$ cat config.mk
export PLATFORM = sky130hd
export DESIGN_NAME = radio_irq_ctrl
export DESIGN_NICKNAME = d
export VERILOG_FILES = /design/src/rtl/radio_irq_pkg.sv /design/src/rtl/irq_rst_sync.sv /design/src/rtl/irq_evt_merge.sv /design/src/rtl/irq_cfg_regs.sv /design/src/rtl/irq_status_reg.sv /design/src/rtl/irq_pin_drive.sv /design/src/rtl/radio_irq_ctrl.sv
export SDC_FILE = /design/constraint.sdc
export NUM_CORES = 1
export LEC_CHECK = 0
export ABC_CLOCK_PERIOD_IN_PS = 1000
export CAP_MARGIN = 20
export CORE_ASPECT_RATIO = 1.1
export CORE_MARGIN = 1
export CORE_UTILIZATION = 50
export CTS_CLUSTER_SIZE = 30
export DETAILED_ROUTE_END_ITERATION = 8
export DONT_BUFFER_PORTS = 1
export GPL_TIMING_DRIVEN = 0
export PLACE_DENSITY_LB_ADDON = 0.12
export SLEW_MARGIN = 20
export SYNTH_ARGS = -nofsm -noshare
export SYNTH_HDL_FRONTEND = slang
export SYNTH_SLANG_ARGS = --single-unit
$ cat constraint.sdc
create_clock -name clk -period 1 [get_ports clk]
set_input_delay 0 -clock clk [delete_from_list [all_inputs] [get_ports clk]]
set_output_delay 0 -clock clk [all_outputs]
set_load 0.01 [all_outputs]
$ cat src/rtl/radio_irq_pkg.sv
package radio_irq_pkg;
  localparam int unsigned REG_AW = 2;
  localparam logic [REG_AW-1:0] ADDR_STATUS = 2'd0;
  localparam logic [REG_AW-1:0] ADDR_MASK   = 2'd1;
  localparam logic [REG_AW-1:0] ADDR_CFG    = 2'd2;
  localparam int unsigned CFG_W = 2;

  typedef struct packed {
    logic latch_all;  // bit 1
    logic pol_low;    // bit 0
  } irq_cfg_t;
endpackage

$ cat src/rtl/irq_rst_sync.sv
module irq_rst_sync #(
  parameter int unsigned STAGES = 2
) (
  input  logic clk,
  input  logic rst_n,
  output logic rst_sync_n
);
  logic [STAGES-1:0] chain_q;
  logic [STAGES-1:0] chain_d;

  always_comb chain_d = {chain_q[STAGES-2:0], 1'b1};

  always_ff @(posedge clk or negedge rst_n) begin
    if (!rst_n) chain_q <= '0;
    else        chain_q <= chain_d;
  end

  assign rst_sync_n = chain_q[STAGES-1];
endmodule

$ cat src/rtl/irq_evt_merge.sv
module irq_evt_merge #(
  parameter int unsigned NUM_EVT    = 8,
  parameter int unsigned SHARED_IDX = 4
) (
  input  logic [NUM_EVT-1:0] evt_in,
  input  logic               ed_done,
  output logic [NUM_EVT-1:0] evt_vec
);
  for (genvar i = 0; i < NUM_EVT; i++) begin : g_bit
    if (i == SHARED_IDX) begin : g_shared
      assign evt_vec[i] = evt_in[i] | ed_done;
    end else begin : g_plain
      assign evt_vec[i] = evt_in[i];
    end
  end
endmodule

$ cat src/rtl/irq_cfg_regs.sv
module irq_cfg_regs
  import radio_irq_pkg::*;
#(
  parameter int unsigned NUM_EVT = 8
) (
  input  logic               clk,
  input  logic               rst_n,
  input  logic               wr_mask,
  input  logic               wr_cfg,
  input  logic [NUM_EVT-1:0] wdata,
  output logic [NUM_EVT-1:0] mask,
  output irq_cfg_t           cfg
);
  logic [NUM_EVT-1:0] mask_d;
  irq_cfg_t           cfg_d;

  always_comb begin
    mask_d = mask;
    cfg_d  = cfg;
    if (wr_mask) mask_d = wdata;
    if (wr_cfg)  cfg_d  = irq_cfg_t'(wdata[CFG_W-1:0]);
  end

  always_ff @(posedge clk or negedge rst_n) begin
    if (!rst_n) begin
      mask <= '0;
      cfg  <= '0;
    end else begin
      if (wr_mask) mask <= mask_d;
      if (wr_cfg)  cfg  <= cfg_d;
    end
  end
endmodule

$ cat src/rtl/irq_status_reg.sv
module irq_status_reg #(
  parameter int unsigned NUM_EVT = 8
) (
  input  logic               clk,
  input  logic               rst_n,
  input  logic [NUM_EVT-1:0] evt,
  input  logic [NUM_EVT-1:0] mask,
  input  logic               latch_all,
  input  logic               rd_clr,
  output logic [NUM_EVT-1:0] status
);
  logic [NUM_EVT-1:0] allow;
  logic [NUM_EVT-1:0] status_d;

  always_comb begin
    allow    = latch_all ? {NUM_EVT{1'b1}} : mask;
    status_d = (rd_clr ? '0 : status) | (evt & allow);
  end

  always_ff @(posedge clk or negedge rst_n) begin
    if (!rst_n) status <= '0;
    else        status <= status_d;
  end

  // bits stay set without a clearing read
  assert_sticky_R11: assert property (@(posedge clk) disable iff (!rst_n)
    !rd_clr |=> ((status & $past(status)) == $past(status)));
  // a clearing read with no event empties status
  assert_clear_R8: assert property (@(posedge clk) disable iff (!rst_n)
    (rd_clr && evt == '0) |=> (status == '0));
  // after a clearing read only that cycle's events remain
  assert_keep_R9: assert property (@(posedge clk) disable iff (!rst_n)
    rd_clr |=> ((status & ~$past(evt)) == '0));
  // disabled events are dropped while latch-all is off
  assert_drop_R4: assert property (@(posedge clk) disable iff (!rst_n)
    !latch_all |=> ((status & ~$past(status) & ~$past(mask)) == '0));
endmodule

$ cat src/rtl/irq_pin_drive.sv
module irq_pin_drive #(
  parameter int unsigned NUM_EVT = 8
) (
  input  logic [NUM_EVT-1:0] status,
  input  logic [NUM_EVT-1:0] mask,
  input  logic               pol_low,
  input  logic               ovr,
  input  logic               ovr_level,
  output logic               pin
);
  logic pending;
  always_comb begin
    pending = |(status & mask);
    pin     = ovr ? ovr_level : (pending ^ pol_low);
  end
endmodule

$ cat src/rtl/radio_irq_ctrl.sv
module radio_irq_ctrl
  import radio_irq_pkg::*;
#(
  parameter int unsigned NUM_EVT    = 8,
  parameter int unsigned SHARED_IDX = 4
) (
  input  logic               clk,
  input  logic               rst_n,
  input  logic [NUM_EVT-1:0] evt_in,
  input  logic               ed_done,
  input  logic [REG_AW-1:0]  reg_addr,
  input  logic               reg_wr,
  input  logic               reg_rd,
  input  logic [NUM_EVT-1:0] reg_wdata,
  output logic [NUM_EVT-1:0] reg_rdata,
  input  logic               fbe_ovr,
  input  logic               fbe_empty,
  output logic               irq_pin
);
  localparam int unsigned PAD_W = NUM_EVT - CFG_W;

  logic               rst_i_n;
  logic [NUM_EVT-1:0] evt_vec;
  logic [NUM_EVT-1:0] mask;
  logic [NUM_EVT-1:0] status;
  irq_cfg_t           cfg;
  logic               rd_clr, wr_mask, wr_cfg;

  irq_rst_sync #(.STAGES(2)) u_rst (
    .clk(clk), .rst_n(rst_n), .rst_sync_n(rst_i_n));

  irq_evt_merge #(.NUM_EVT(NUM_EVT), .SHARED_IDX(SHARED_IDX)) u_merge (
    .evt_in(evt_in), .ed_done(ed_done), .evt_vec(evt_vec));

  always_comb begin
    rd_clr  = reg_rd && (reg_addr == ADDR_STATUS);
    wr_mask = reg_wr && (reg_addr == ADDR_MASK);
    wr_cfg  = reg_wr && (reg_addr == ADDR_CFG);
    case (reg_addr)
      ADDR_STATUS: reg_rdata = status;
      ADDR_MASK:   reg_rdata = mask;
      ADDR_CFG:    reg_rdata = {{PAD_W{1'b0}}, cfg};
      default:     reg_rdata = '0;
    endcase
  end

  irq_cfg_regs #(.NUM_EVT(NUM_EVT)) u_cfg (
    .clk(clk), .rst_n(rst_i_n), .wr_mask(wr_mask), .wr_cfg(wr_cfg),
    .wdata(reg_wdata), .mask(mask), .cfg(cfg));

  irq_status_reg #(.NUM_EVT(NUM_EVT)) u_status (
    .clk(clk), .rst_n(rst_i_n), .evt(evt_vec), .mask(mask),
    .latch_all(cfg.latch_all), .rd_clr(rd_clr), .status(status));

  irq_pin_drive #(.NUM_EVT(NUM_EVT)) u_pin (
    .status(status), .mask(mask), .pol_low(cfg.pol_low),
    .ovr(fbe_ovr), .ovr_level(fbe_empty), .pin(irq_pin));

  // override level ignores polarity
  assert_ovr_level_R10: assert property (@(posedge clk) disable iff (!rst_i_n)
    fbe_ovr |-> (irq_pin == fbe_empty));
  // with nothing pending the pin rests at the polarity bit's level
  assert_idle_level_R7: assert property (@(posedge clk) disable iff (!rst_i_n)
    (!fbe_ovr && ((status & mask) == '0)) |-> (irq_pin == cfg.pol_low));
endmodule

==> flow_summary.ini, run 1 <==
[global_route]
antenna_found_initial = 0
first_global_vias = 805
grt_max_degree = 19
grt_pass1_wl_mm = 3.636
grt_usage_pct = 23.19
grt_overflow_total = 0

[worst_setup_path]
startpoint = u_status.status[4]
rrSetupSlack_ns = 0
critPathLaunchType = register
crit_end = irq_pin
crit_cells = 3
path_class = register to primary output
slowest_stage = dfrtp_1
cp_top_family = compound AO/OA/AOI/OAI gates
rr_startpoint = u_cfg.mask[4]
cp_max_fo = 2
cp_data_arrival_time_ns = 1.39
crit_chain = a22oi_2 > a41oi_1 > a221oi_2
end_kind = primary output
reg2reg_to = u_cfg.mask[4]
critPathBufInv = 0
rr_worst_depth = 3
critPathRequiredTime_ns = 1.00
slowest_delay_ns = 0.41

[floorplan]
die-area_sq_mm = 0.002201
die_w_microns = 44.82
coreArea_sq_mm = 0.001842
core.rowCount = 16
start_util_pct = 54.76
die_y_microns = 49.10
ios = 34

[power_and_ir_drop]
ir_worst_vdd_v = 0.001101
power_leakage_nw = 0.6658
powerDensity_mw_per_mm2 = 1579

[status]
status = complete, but fails checks
violations = setup timing

[synthesis]
syn_inst = 91
synth-seq-area-share_pct = 49.63
synth_warnings = 0
syn-num-nets = 116
avgSynthCellArea_sq_um = 11.08
ys_ff_latch = 20
syn_area_sq_mm = 0.001008
yosysUniqueCellTypes = 22

[final_layout]
utilization_pct = 76.83
fill_cells = 143
mostFrequentLayoutCells = dfrtp_1, dlygate4sd3_1, nand2_1
final_layout_size_suffix_gt1_share_pct = 35.48
design_area_sq_mm = 0.001415
final_common_cell = dfrtp_1
diodes = 0
area_growth_pct = 40.32
nNetsFinal = 150

[place]
io_buffers = 0
hpwlAfterDp_mm = 1.371
dpl_cell_area_sq_mm = 0.001049
place_congestion = 0.8060
dp_slack_ns = -0.1080

[timing]
worst_slack_ns = -0.3879
max_freq_mhz = 720.5
finalHoldViolCount = 0
rsz0062_at_grt = yes
setup_viol = 9
period_share_pct = 138.8
tightest_slew_ns = 0.7031
final.setup_skew_ns = 0.007130
final-max-slew-violation-count = 0
finalSetupTns_ns = -0.7201
finalCriticalPeriod_ns = 1.388
relSlewSlack_pct = 53.13

[routing]
dr_total_vias = 797
viasPerCell = 5.278
wl_met3_microns = 112
wirelength_mm = 2.335
wl_met1_microns = 987
drc = 0
wl_met2_mm = 1.208
routedWlPerCell_microns = 15.46
top_layer_used = met4
dr.first_iter.drc_count = 6
dr.pass1.iters = 4
ant_nets = 0

[worst_hold_path]
hold_class = input port to register

[clock_tree]
htree_levels = 1
cts.sinks = 20
cts_buffers = 3
ctsRootBufferMaster = clkbuf_4
cts_tree = yes
path_clk_slew_ns = 0.12
clock_latency_ns = 0.31
cts_buffer_depth = 2

[job]
drv_cap = 0
## state kept, by name, summed over array words and instances, names as in the netlist
| register | count |
|---|---|
| u_cfg.mask | 8 |
| u_status.status | 8 |
| u_cfg.cfg | 2 |
| u_rst.chain_q | 2 |
## cell families after synthesis
group                  share of synthesized area [%]
multiplexers                                   22.09
AO/OA/AOI/OAI                                  9.802
AND/OR/NAND/NOR                                14.89
buffers and inverters                          3.226
flip-flops                                     49.63
other                                         0.3719
## cells in the mapped netlist
master	number	area [sq um]
buf_6	1	11.26
a41oi_1	1	8.760
dfrtp_1	20	500.5
nand2_1	18	67.56
buf_2	2	10.01
nor2_1	7	26.28
nand3b_1	1	7.510
a22oi_1	4	30.03
nor2b_4	1	13.76
a221oi_1	1	8.760
or3b_2	1	8.760
and4_1	1	8.760
mux2_2	2	22.52
o21ai_0	9	45.04
nand2_4	1	11.26
inv_1	1	3.750
conb_1	1	3.750
nand2b_1	1	6.260
mux2i_1	8	80.08
mux2_4	8	120.1
o22ai_1	1	6.260
buf_4	1	7.510
## power breakdown
part | internal [mW] | switching [mW]
clock | 0.222 | 0.258
sequential | 0.935 | 0.135
combinational | 0.404 | 0.280
total | 1.56 | 0.672
## stage by stage
step	hold slack [ns]	cells	power [mW]
6_report	0.02055	151	2.234
5_1_grt	0.005266	151	2.359
4_1_cts	0.003442	147	2.136
3_5_place_dp	-0.2956	118	1.488
3_3_place_gp	-0.2956	118	1.474
2_1_floorplan	-0.2956	91	1.398
## area by class of cell
| type | count | area (sq um) | area share [%] |
|---|---|---|---|
| Sequential cell | 20 | 500.5 | 35.37 |
| Timing Repair Buffer | 30 | 291.5 | 20.60 |
| Tap cell | 27 | 33.78 | 2.387 |
| Clock buffer | 4 | 36.28 | 2.564 |
| Inverter | 1 | 3.754 | 0.2653 |
| Buffer | 3 | 23.77 | 1.680 |
| Multi-Input combinational cell | 66 | 525.5 | 37.14 |
## worst min path at each step
stage                      start          endpoint  depth (start not counted)
after global routing      reg_wr      u_cfg.cfg[0]                          2
final                     reg_wr      u_cfg.cfg[0]                          2
after CTS                 reg_wr      u_cfg.cfg[1]                          2
after floorplan            rst_n  u_rst.chain_q[0]                          0
after detailed placement   rst_n  u_rst.chain_q[0]                          0
after global placement     rst_n  u_rst.chain_q[0]                          0
## worst register-to-register path, stage by stage (launching register included)
cell and delay (ns):
dfrtp_1 0.42, buf_6 0.13, buf_6 0.11, mux2_4 0.24
## layer usage
layer	vias up	track usage [%]
met3	4	2.593
met4	0	7.576
met5	-	0
li1	385	-
met2	28	39.22
met1	380	30.45
## timing repair
item | 4_1_cts | 5_1_grt
gates resized for setup | 12 | 10
hold endpoints to repair | 20 | 0
hold buffers | 19 | 0
endpoints found under the setup margin | 4 | 16
buffers inserted | 6 | 6
pin swaps | 1 | 3
Power figures use the tool's default switching activity.
==> run 2, diff against run 1 <==
- ABC_CLOCK_PERIOD_IN_PS: 1000 -> 1760
- CORE_UTILIZATION: 50 -> 55
- clock period: 1 -> 1.76 ns (I/O delays scaled with it)
==> flow_summary.ini, run 2 (same netlist as run 1, synthesis figures left out) <==
[timing]
rsz0062_at_grt = no
finalCriticalPeriod_ns = 1.608
final-max-slew-violation-count = 0
relSlewSlack_pct = 53.24
period_share_pct = 91.34
tightest_slew_ns = 0.7013
final.setup_skew_ns = 0.003402
holdWs_ns = 0.02518
setup_viol = 0
max_freq_mhz = 622.0
finalSetupTns_ns = 0
finalHoldViolCount = 0

[routing]
ant_nets = 0
dr_total_vias = 759
wirelength_mm = 2.162
dr.pass1.iters = 4
dr.first_iter.drc_count = 6
viasPerCell = 5.750
drc = 0
routedWlPerCell_microns = 16.38

[clock_tree]
cts_tree = yes
cts_buffers = 3
path_clk_slew_ns = 0.12
cts.sinks = 20
htree_levels = 1
ctsRootBufferMaster = clkbuf_4
clock_latency_ns = 0.31
postCtsSetupRepairBufs = 0
cts_buffer_depth = 2

[floorplan]
die-area_sq_mm = 0.002009
die_w_microns = 42.83
ios = 34
start_util_pct = 61.76
die_y_microns = 46.91
coreArea_sq_mm = 0.001633
core.rowCount = 15

[worst_setup_path]
cp_data_arrival_time_ns = 1.61
critPathLaunchType = register
cp_max_fo = 4
slowest_delay_ns = 0.43
path_class = register to primary output
critPathRequiredTime_ns = 1.76
end_kind = primary output
crit_chain = a22oi_1 > a41oi_1 > a221oi_1
slowest_stage = dfrtp_1

[job]
drv_cap = 0

[power_and_ir_drop]
ir_worst_vdd_v = 0.0007687
power_leakage_nw = 0.6171
powerDensity_mw_per_mm2 = 985.4
total_power_mw = 1.264

[status]
status = completed

[global_route]
grt_max_degree = 19
antenna_found_initial = 0
first_global_vias = 753
grt_usage_pct = 23.34
grt_pass1_wl_mm = 3.367
grt_overflow_total = 0

[final_layout]
fill_cells = 104
nNetsFinal = 141
top_regs = u_cfg.mask x8, u_status.status x8
multiInputGateArea_sq_um = 475.5
diodes = 0
final_layout_size_suffix_gt1_share_pct = 18.26
mostFrequentLayoutCells = dlygate4sd3_1, dfrtp_1, nand2_1
layout.area.seq_sq_um = 500.5
area_growth_pct = 27.17

[place]
io_buffers = 0
hpwlAfterDp_mm = 1.357
place_congestion = 0.7555

[worst_hold_path]
hold_class = input port to register
## run 2: cell types whose count changed in the layout (fill, tap and decap cells not counted), moves of 2 or more
| cell | change |
|---|---|
| a22oi_1 | +4 |
| o21ai_0 | +3 |
| a22oi_2 | -4 |
| nor2_2 | -4 |
| buf_6 | -5 |
| nor2_1 | +4 |
| buf_4 | -6 |
| o21ai_2 | -2 |
## run 2: worst paths after layout
check	startpoint	endpoint	slack, ns	cells past startpoint
max	u_cfg.mask[6]	irq_pin	0.15	3
max in group asynchronous	u_rst.chain_q[1]	u_status.status[3]	1.02	0
max reg2reg	u_cfg.cfg[1]	u_status.status[4]	0.33	4
min	reg_wr	u_cfg.mask[0]	0.03	2
min in group asynchronous	u_rst.chain_q[1]	u_status.status[4]	0.30	0
min reg2reg	u_rst.chain_q[1]	u_status.status[4]	0.30	0
## run 2: through the flow
step           setup WS [ns]  instance area [sq um]  utilization [%]  cells
4_1_cts               0.1629                   1282            78.54    132
3_5_place_dp          0.5408                   1030            63.07    108
6_report              0.1524                   1282            78.54    132
2_1_floorplan         0.6951                   1008                -     91
3_3_place_gp          0.5711                   1030            63.07    108
5_1_grt              0.04901                   1282            78.54    132
## run 2: layout make-up
cell class	count	area share, %
flip-flops and latches	20	39.02
multi-input cells	66	37.07
repair buffers	20	15.61
clock inverters	1	2.341
plain buffers	4	2.244
clock buffers	3	1.756
well taps	17	1.659
inverters	1	0.2927
## run 2: per-layer routing
layer / GRT usage, % / vias up / part of all wire, %
met3: 5.769 / 2 / 6.3
li1: - / 363 / -
met4: 8.750 / 0 / 0.79
met5: 0 / - / 0
met2: 41.82 / 34 / 50
met1: 27.68 / 360 / 43
## run 2: critical path, delay by kind of cell, from the launching register on
| family | cells | cell delay (ns) |
|---|---|---|
| flip-flops | 1 | 0.43 |
| AO/OA/AOI/OAI | 3 | 0.88 |
## run 2: where the power goes
part / switching, mW / internal (mW)
Sequential: 0.0756 / 0.531
Clock: 0.150 / 0.230
Combinational: 0.123 / 0.153
## run 2: what timing repair did
| action | 4_1_cts | 5_1_grt |
|---|---|---|
| hold buffers | 20 | 0 |
| gates resized for setup | 0 | 0 |
| endpoints found under the hold margin | 20 | 0 |
